--- config.mk ---
export PLATFORM = sky130hd
export DESIGN_NAME = ifd_fetch_decode
export DESIGN_NICKNAME = d
export VERILOG_FILES = /design/src/rtl/ifd_pkg.sv /design/src/rtl/ifd_pc_unit.sv /design/src/rtl/ifd_seq.sv /design/src/rtl/ifd_ir.sv /design/src/rtl/ifd_decode.sv /design/src/rtl/ifd_fetch_decode.sv
export SDC_FILE = /design/constraint.sdc
export NUM_CORES = 1
export LEC_CHECK = 0
export CORE_MARGIN = 1
export CORE_UTILIZATION = 50
export CTS_CLUSTER_DIAMETER = 100
export DETAILED_ROUTE_END_ITERATION = 6
export DONT_BUFFER_PORTS = 1
export SLEW_MARGIN = 15
export SYNTH_ARGS = -nofsm -noshare
export SYNTH_HDL_FRONTEND = slang
export SYNTH_HIERARCHICAL = 1
export SYNTH_SLANG_ARGS = --single-unit
--- constraint.sdc ---
create_clock -name clk -period 3.2 [get_ports clk]
set_input_delay 0.64 -clock clk [delete_from_list [all_inputs] [get_ports clk]]
set_output_delay 0.64 -clock clk [all_outputs]
set_load 0.02 [all_outputs]
--- src/rtl/ifd_pkg.sv ---
package ifd_pkg;

   typedef enum logic [2:0] {
      ST_FETCH_HEAD,
      ST_LOAD_HEAD,
      ST_FETCH_EXT,
      ST_LOAD_EXT,
      ST_PRESENT,
      ST_HALTED
   } ifd_state_e;

endpackage

--- src/rtl/ifd_pc_unit.sv ---
module ifd_pc_unit #(
   parameter int unsigned ADDR_W     = 16,
   parameter int unsigned STEP_BYTES = 2,
   parameter int unsigned START_ADDR = 16'h3000
) (
   input  logic              clk,
   input  logic              rst_n,
   input  logic              advance,
   output logic [ADDR_W-1:0] pc
);

   localparam logic [ADDR_W-1:0] START_VAL = ADDR_W'(START_ADDR);
   localparam logic [ADDR_W-1:0] STEP_VAL  = ADDR_W'(STEP_BYTES);

   always_ff @(posedge clk or negedge rst_n) begin
      if (!rst_n)
         pc <= START_VAL;
      else if (advance)
         pc <= pc + STEP_VAL;
   end

endmodule

--- src/rtl/ifd_seq.sv ---
module ifd_seq
   import ifd_pkg::*;
(
   input  logic       clk,
   input  logic       rst_n,
   input  logic       mem_ready,
   input  logic       mdr_ext_flag,
   input  logic       ir_is_halt,
   input  logic       dec_ack,
   output logic       mem_req,
   output logic       capture,
   output logic       load_head,
   output logic       load_ext,
   output logic       valid_pulse,
   output logic       halted
);

   ifd_state_e state_q, state_d;
   logic       valid_q;

   always_comb begin
      state_d = state_q;
      unique case (state_q)
         ST_FETCH_HEAD: if (mem_ready) state_d = ST_LOAD_HEAD;
         ST_LOAD_HEAD:  state_d = mdr_ext_flag ? ST_FETCH_EXT : ST_PRESENT;
         ST_FETCH_EXT:  if (mem_ready) state_d = ST_LOAD_EXT;
         ST_LOAD_EXT:   state_d = ST_PRESENT;
         ST_PRESENT:    if (dec_ack) state_d = ir_is_halt ? ST_HALTED : ST_FETCH_HEAD;
         ST_HALTED:     state_d = ST_HALTED;
         default:       state_d = ST_FETCH_HEAD;
      endcase
   end

   always_ff @(posedge clk or negedge rst_n) begin
      if (!rst_n) begin
         state_q <= ST_FETCH_HEAD;
         valid_q <= 1'b0;
      end else begin
         state_q <= state_d;
         valid_q <= (state_q != ST_PRESENT) && (state_d == ST_PRESENT);
      end
   end

   assign mem_req     = (state_q == ST_FETCH_HEAD) || (state_q == ST_FETCH_EXT);
   assign capture     = mem_req && mem_ready;
   assign load_head   = (state_q == ST_LOAD_HEAD);
   assign load_ext    = (state_q == ST_LOAD_EXT);
   assign valid_pulse = valid_q;
   assign halted      = (state_q == ST_HALTED);

endmodule

--- src/rtl/ifd_ir.sv ---
module ifd_ir #(
   parameter int unsigned WORD_W    = 16,
   parameter bit          CLEAR_EXT = 1'b1
) (
   input  logic              clk,
   input  logic              rst_n,
   input  logic              capture,
   input  logic              load_head,
   input  logic              load_ext,
   input  logic [WORD_W-1:0] rdata,
   output logic [WORD_W-1:0] mdr,
   output logic [WORD_W-1:0] ir_head,
   output logic [WORD_W-1:0] ir_ext
);

   always_ff @(posedge clk or negedge rst_n) begin
      if (!rst_n)
         mdr <= '0;
      else if (capture)
         mdr <= rdata;
   end

   always_ff @(posedge clk or negedge rst_n) begin
      if (!rst_n)
         ir_head <= '0;
      else if (load_head)
         ir_head <= mdr;
   end

   generate
      if (CLEAR_EXT) begin : g_ext_clear
         always_ff @(posedge clk or negedge rst_n) begin
            if (!rst_n)
               ir_ext <= '0;
            else if (load_head)
               ir_ext <= '0;
            else if (load_ext)
               ir_ext <= mdr;
         end
      end else begin : g_ext_keep
         always_ff @(posedge clk or negedge rst_n) begin
            if (!rst_n)
               ir_ext <= '0;
            else if (load_ext)
               ir_ext <= mdr;
         end
      end
   endgenerate

endmodule

--- src/rtl/ifd_decode.sv ---
module ifd_decode #(
   parameter int unsigned ADDR_W      = 16,
   parameter int unsigned WORD_W      = 16,
   parameter int unsigned OPC_W       = 8,
   parameter int unsigned RIDX_W      = 2,
   parameter int unsigned EXT_BIT     = 7,
   parameter int unsigned DISP_W      = 8,
   parameter int unsigned HALT_OPCODE = 8'hFF
) (
   input  logic [WORD_W-1:0] ir_head,
   input  logic [ADDR_W-1:0] next_pc,
   output logic [OPC_W-1:0]  opcode,
   output logic [RIDX_W-1:0] dst,
   output logic [RIDX_W-1:0] src,
   output logic              ext_flag,
   output logic [DISP_W-1:0] disp,
   output logic [ADDR_W-1:0] target,
   output logic              is_halt
);

   localparam int unsigned      SEXT_W   = ADDR_W - DISP_W;
   localparam logic [OPC_W-1:0] HALT_VAL = OPC_W'(HALT_OPCODE);

   logic [ADDR_W-1:0] disp_ext;

   assign opcode   = ir_head[WORD_W-1 -: OPC_W];
   assign dst      = ir_head[2*RIDX_W-1 -: RIDX_W];
   assign src      = ir_head[RIDX_W-1:0];
   assign ext_flag = ir_head[EXT_BIT];
   assign disp     = ir_head[DISP_W-1:0];
   assign disp_ext = {{SEXT_W{disp[DISP_W-1]}}, disp};
   assign target   = next_pc + disp_ext;
   assign is_halt  = (opcode == HALT_VAL);

endmodule

--- src/rtl/ifd_fetch_decode.sv ---
module ifd_fetch_decode #(
   parameter int unsigned ADDR_W      = 16,
   parameter int unsigned WORD_W      = 16,
   parameter int unsigned OPC_W       = 8,
   parameter int unsigned RIDX_W      = 2,
   parameter int unsigned EXT_BIT     = 7,
   parameter int unsigned DISP_W      = 8,
   parameter int unsigned START_ADDR  = 16'h3000,
   parameter int unsigned HALT_OPCODE = 8'hFF,
   parameter bit          CLEAR_EXT   = 1'b1
) (
   input  logic              clk,
   input  logic              rst_n,
   output logic              mem_req,
   output logic [ADDR_W-1:0] mem_addr,
   input  logic [WORD_W-1:0] mem_rdata,
   input  logic              mem_ready,
   output logic              dec_valid,
   input  logic              dec_ack,
   output logic [OPC_W-1:0]  dec_opcode,
   output logic [RIDX_W-1:0] dec_dst,
   output logic [RIDX_W-1:0] dec_src,
   output logic              dec_ext_flag,
   output logic [WORD_W-1:0] dec_ext_word,
   output logic [DISP_W-1:0] dec_disp,
   output logic [ADDR_W-1:0] dec_target,
   output logic [ADDR_W-1:0] dec_next_pc,
   output logic              dec_halted
);

   localparam int unsigned STEP_BYTES = WORD_W / 8;
   localparam int unsigned LOW_W      = WORD_W - OPC_W;

   generate
      if (WORD_W % 8 != 0) begin : g_bad_word
         $error("WORD_W must be a whole number of bytes");
      end
      if (OPC_W >= WORD_W) begin : g_bad_opc
         $error("OPC_W must leave a low field");
      end
      if (EXT_BIT >= LOW_W || EXT_BIT < 2 * RIDX_W) begin : g_bad_ext
         $error("EXT_BIT must sit in the low field above the register indices");
      end
      if (DISP_W > LOW_W || DISP_W >= ADDR_W) begin : g_bad_disp
         $error("DISP_W must fit in the low field and be narrower than an address");
      end
      if (START_ADDR % STEP_BYTES != 0) begin : g_bad_start
         $error("START_ADDR must be word aligned");
      end
   endgenerate

   logic              capture, load_head, load_ext, is_halt;
   logic [WORD_W-1:0] mdr, ir_head, ir_ext;
   logic [ADDR_W-1:0] pc;

   ifd_seq u_seq (
      .clk          (clk),
      .rst_n        (rst_n),
      .mem_ready    (mem_ready),
      .mdr_ext_flag (mdr[EXT_BIT]),
      .ir_is_halt   (is_halt),
      .dec_ack      (dec_ack),
      .mem_req      (mem_req),
      .capture      (capture),
      .load_head    (load_head),
      .load_ext     (load_ext),
      .valid_pulse  (dec_valid),
      .halted       (dec_halted)
   );

   ifd_pc_unit #(
      .ADDR_W     (ADDR_W),
      .STEP_BYTES (STEP_BYTES),
      .START_ADDR (START_ADDR)
   ) u_pc (
      .clk     (clk),
      .rst_n   (rst_n),
      .advance (capture),
      .pc      (pc)
   );

   ifd_ir #(
      .WORD_W    (WORD_W),
      .CLEAR_EXT (CLEAR_EXT)
   ) u_ir (
      .clk       (clk),
      .rst_n     (rst_n),
      .capture   (capture),
      .load_head (load_head),
      .load_ext  (load_ext),
      .rdata     (mem_rdata),
      .mdr       (mdr),
      .ir_head   (ir_head),
      .ir_ext    (ir_ext)
   );

   ifd_decode #(
      .ADDR_W      (ADDR_W),
      .WORD_W      (WORD_W),
      .OPC_W       (OPC_W),
      .RIDX_W      (RIDX_W),
      .EXT_BIT     (EXT_BIT),
      .DISP_W      (DISP_W),
      .HALT_OPCODE (HALT_OPCODE)
   ) u_dec (
      .ir_head  (ir_head),
      .next_pc  (pc),
      .opcode   (dec_opcode),
      .dst      (dec_dst),
      .src      (dec_src),
      .ext_flag (dec_ext_flag),
      .disp     (dec_disp),
      .target   (dec_target),
      .is_halt  (is_halt)
   );

   assign mem_addr     = pc;
   assign dec_ext_word = ir_ext;
   assign dec_next_pc  = pc;

endmodule

---- After elaboration in Yosys (flattened, before gate mapping) ----
Index checks and enable logic that the tools add are counted.
Widths: inputs -> output; s select.
word-level totals
  register bits after elaboration ......... 68
  memories kept ........................... 0
  latch bits .............................. 0
  bits of input ports ..................... 20
  memory bits (read-only) ................. 0
  logic and storage cells ................. 29
  memory bits (writable) .................. 0
  output and inout port bits .............. 88
operators by class
  divide/modulo/power cells ............... 0
  shifts and indexed selects .............. 0
  reduce and logical (&&, ||, !) cells .... 5
  multiply operators ...................... 0
  mux-type cells .......................... 8
  bitwise logic cells ..................... 0
  eq/ne operators ......................... 8
  $add $sub $neg .......................... 2
  $lt $le $gt $ge ......................... 0
operators by type and width
  operator               count
  $mux 16                2
  $pmux 3 s6             1
  $add 16x16->16         1
  $add 16x2->16 const B  1
  $mux 3                 5
  $eq 3x3->1 const B     3
  $eq 8x8->1 const B     1
  $eq 3x2->1 const B     2
  $eq 3x1->1 const B     1
  $logic_not 3->1        1
  $ne 3x3->1 const B     1
  $logic_and 1x1->1      2
  $reduce_bool 2->1      1
  $logic_or 1x1->1       1

---- Depth between registers and ports, before layout ----
  depth in word-level cells ............... 6
  depth in mapped cells ................... 8
  gate-level depth less buffers ........... 7

---- Cells and area by module ----
The synthesis kept the hierarchy.
modules (own cells, without submodules)
  module            cells an instance  times used  seq. area each (µm²)  area an instance (µm²)
  ifd_ir            119                1           1201.2                1906.8
  ifd_decode        122                1           0.0                   898.4
  ifd_pc_unit       59                 1           377.9                 705.7
  ifd_seq           22                 1           100.1                 203.9
  ifd_fetch_decode  16                 1           0.0                   120.1

---- Least setup slack after synthesis ----
Ideal clock, no wire load.
  path type ............................... register to output
  start ................................... register u_pc.pc[1]
  end ..................................... output dec_target[10]
  arrival ................................. 2.130 ns
  path buffers ............................ 0
  setup slack ............................. 0.430 ns
  data required time ...................... 2.560 ns
  stages on the path, launching flop included .. 6
  path through ............................ dfrtp_1 > fa_1 > a21o_2 > a311oi_2 > nor3_1 > nor3_1
on the way
  longest elaborated chain between the ends .. 1
ends and longest elaborated chain
  element                 RTL line                text
  start, declared         ifd_pc_unit.sv:9        output logic [ADDR_W-1:0] pc
  start signal, assigned  ifd_pc_unit.sv:19       pc <= pc + STEP_VAL;
  $add 16x16->16          ifd_decode.sv:32        assign target = next_pc + disp_ext;
  end, declared           ifd_fetch_decode.sv:26  output logic [ADDR_W-1:0] dec_target,
Every way passes these cells.

---- Worst setup path in the final report ----
  start ................................... register u_pc.pc[1]
  end ..................................... output dec_target[12]
The elaborated chain is that of the path after synthesis.

==> impl_metrics.csv <==
group,metric,value,unit
clock_network,max-clock-path-buffers,2,
clock_network,clkLatencyLatePin,0.35,ns
setup_path,crit_family,"compound AO/OA/AOI/OAI gates",
logic_synthesis,yosys-top-cells-count,"dfrtp_1 (65), buf_4 (40), nor2_1 (25)",
pwr,total_power,5420,uW
setup_path,reg2reg_to,"u_pc/pc[14]$_DFFE_PN0P_",
sta,layout_min_cycle_time,3.19,ns
pwr,pwr-share-seq,33.2,%
final_layout,post-route-util,56.6,%
global_route,track_usage,20.3,%
setup_path,crit_slowest_cell,"o41ai_2",
logic_synthesis,yosysTopAreaCell,"dfrtp_1",
logic_synthesis,synthTopCellsByArea,"dfrtp_1 (42%), buf_4 (7.8%), mux2_2 (6.8%)",
setup_path,crit_arrival,2.55,ns
drt,first_iter_violations,94,
clock_network,clk_pin_slew,0.08,ns
die,fp-row-count,31,
pwr,p_switching,2530,uW
setup_path,reg2reg_depth,5,
setup_path,cp.depth,6,
setup_path,cpPeakStageDelay,0.48,ns
logic_synthesis,synth-edff-count,0,
clock_network,numCtsBuffers,9,
drt,routed_wl,7790,um
global_route,grt_max_degree,66,
clock_network,clkSinkCount,67,
sta,max_freq,314,MHz
global_route,grt_pass1_vias,2332,
sta,maxSlewHeadroom,63.0,%
logic_synthesis,synth-seq-cells,67,
logic_synthesis,syn_area,0.00383,mm^2
clock_network,cts_tree,"yes",
sta,rsz0062_at_grt,"true",
logic_synthesis,synth.top_cell.area_share,42.4,%
hold_path,hold_path.class,"in2async",
placed_design,dp_hpwl,5400,um
pwr,p_comb_share,50.5,%
setup_path,crit_type,"reg2out",
pwr,leakage,0.00186,uW
logic_synthesis,synthesis.nets,375,
pwr,power.density,1310,mW/mm^2
final_layout,area_delta_synth_final,8.19,%
placed_design,numPortBuffers,0,
placed_design,gp_congestion,0.886,
die,dieArea,0.00802,mm^2
setup_path,r2r_start,"u_seq/state_q[2]$_DFF_PN0_",
die,dieHeight,89.6,um
drt,dr.pass1.iters,4,
run_status,outcome,"complete, no violations",
sta,clock_skew,0.00930,ns
setup_path,crit_chain,"fa_2 -> a21o_4 -> a311oi_4 -> nor3_2 -> o41ai_2 -> xnor2_2",
setup_path,crit_path_start_kind,"flip-flop",
final_layout,nNetsFinal,370,
setup_path,r2r_slack,1.16,ns
setup_path,end_kind,"primary output",
drt,wire_per_inst,17.8,um
sta,post-route-period-util,99.6,%
logic_synthesis,synth_cell_type_count,44,
clock_network,cts-root-buf,"clkbuf_8",
final_layout,drive_gt1_share,32.0,%
final_layout,diodes,0,
clock_network,cts_max_level,3,
global_route,antenna_found_initial,0,
pwr,power.internal,2890,uW
sta,setup_viol,0,
logic_synthesis,synth.most_common_cell,"dfrtp_1",
setup_path,startpoint,"u_pc/pc[1]$_DFFE_PN0P_",
logic_synthesis,synthCells,338,
sta,worst_pin_slew,0.552,ns
drt,avgViaCountPerCell,5.52,
pwr,vdd_drop_max,0.746,mV
pwr,power_frac_clock,16.3,%
setup_path,crit_path_max_fanout,3,
sta,fin_tns_setup,0,ns
die,initial_core_util,52.3,%
logic_synthesis,synth-warning-count,6,
setup_path,endpoint,"dec_target[12]",
setup_path,path_buf_inv,0,
setup_path,cp.required,2.56,ns
logic_synthesis,async_flop_share,100,%
die,die_w,89.6,um
logic_synthesis,ys_seq_area_share,43.8,%
flow_run,cap_violations,0,
sta,finalMaxSlewViolations,0,
drt,drc_errors,0,
pwr,swShare,46.6,%
logic_synthesis,avgSynthCellArea,11.3,um^2
sta,finalHoldViolCount,0,
drt,drtAntennaViolNets,0,
logic_synthesis,synth_ff_type,"dfrtp_1",
die,core_area,0.00733,mm^2
global_route,overflow,0,
die,io-pin-count,108,
drt,vias,2412,
global_route,grt_pass1_wl,11900,um
-- layer usage --
| layer | up-vias | track usage, % | wire length [um] |
|---|---|---|---|
| li1 | 1144 | - | - |
| met2 | 81 | 29.9 | 3470 |
| met4 | 0 | 6.93 | 74 |
| met5 | - | 0 | 0 |
| met3 | 7 | 7.50 | 579 |
| met1 | 1180 | 27.7 | 3660 |
-- area by class of cell --
class | instances | area [um^2]
clock inverter | 7 | 121
sequential | 67 | 1680
clock buffer | 9 | 124
timing repair buffer | 30 | 245
fill | 623 | 3180
inverter | 6 | 22.5
tap | 99 | 124
multi-input combinational | 219 | 1830
-- cell families (layout without fill, tap and decap cells) --
kind of cell	count (synthesis)	count (layout)	share of synthesized area, %
simple gates	76	76	10.6
other cells	1	1	0.0978
flops	67	67	43.8
xor+xnor	29	29	6.62
compound gates	46	46	7.57
fa+ha+maj	17	17	5.74
buf+inv	52	52	10.5
mux	50	50	15.1
-- power groups by stage --
stage | sequential, uW | combinational [uW] | clock (uW)
2_1_floorplan | 1680 | 2330 | 0
3_3_place_gp | 1800 | 2500 | 0
3_5_place_dp | 1810 | 2530 | 0
4_1_cts | 1800 | 2600 | 896
5_1_grt | 1860 | 2970 | 937
6_report | 1800 | 2740 | 882
-- per-stage QoR --
| stage | hold WS, ns | area [um^2] | std cells | setup WS (ns) |
|---|---|---|---|---|
| final | 0.136 | 4150 | 437 | 0.0115 |
| after global routing | 0.108 | 4150 | 437 | -0.0350 |
| after CTS | 0.120 | 4070 | 434 | 0.00112 |
| after detailed placement | 0.346 | 3780 | 417 | 0.273 |
| after global placement | 0.346 | 3780 | 417 | 0.335 |
| after floorplan | 0.344 | 3830 | 338 | 0.430 |
-- registers in the layout (all words and copies together) (netlist names) --
register           count
u_ir/ir_ext           16
u_ir/ir_head          16
u_seq/valid_pulse      1
u_ir/mdr              16
u_seq/state_q          3
u_pc/pc               15
-- cell usage in the layout, fill, tap and decap left out, types with 4 or more instances in the layout --
cell / n
mux2i_1: 17
nor4_2: 4
clkbuf_8: 9
dfrtp_1: 63
a21oi_1: 21
buf_4: 29
mux2_2: 23
o21ai_0: 6
nor2_1: 23
mux2_4: 10
nor3_1: 5
nand4_1: 6
xor2_1: 14
xnor2_1: 12
nand3_1: 9
inv_1: 6
nand2_1: 12
ha_1: 12
-- how the worst min path moves through the flow --
stage           from                     endpoint  slack, ns  depth (start not counted)
5_1_grt        rst_n      u_pc/pc[13]$_DFFE_PN1P_       0.11                          0
6_report       rst_n      u_pc/pc[13]$_DFFE_PN1P_       0.14                          0
2_1_floorplan  rst_n   u_ir/ir_ext[0]$_DFFE_PN0P_       0.34                          0
3_3_place_gp   rst_n  u_ir/ir_head[9]$_DFFE_PN0P_       0.35                          0
4_1_cts        rst_n      u_pc/pc[13]$_DFFE_PN1P_       0.12                          0
3_5_place_dp   rst_n  u_ir/ir_head[9]$_DFFE_PN0P_       0.35                          0
-- timing repair --
action | in CTS | in global routing
hold endpoints to repair | 65 | 0
endpoints found under the setup margin | 3 | 6
gates cloned | 0 | 0
setup buffers | 0 | 3
pin swaps | 1 | 7
hold buffers | 1 | 0
resized for setup | 3 | 14
Note: power is estimated with default switching activity, not from simulation.
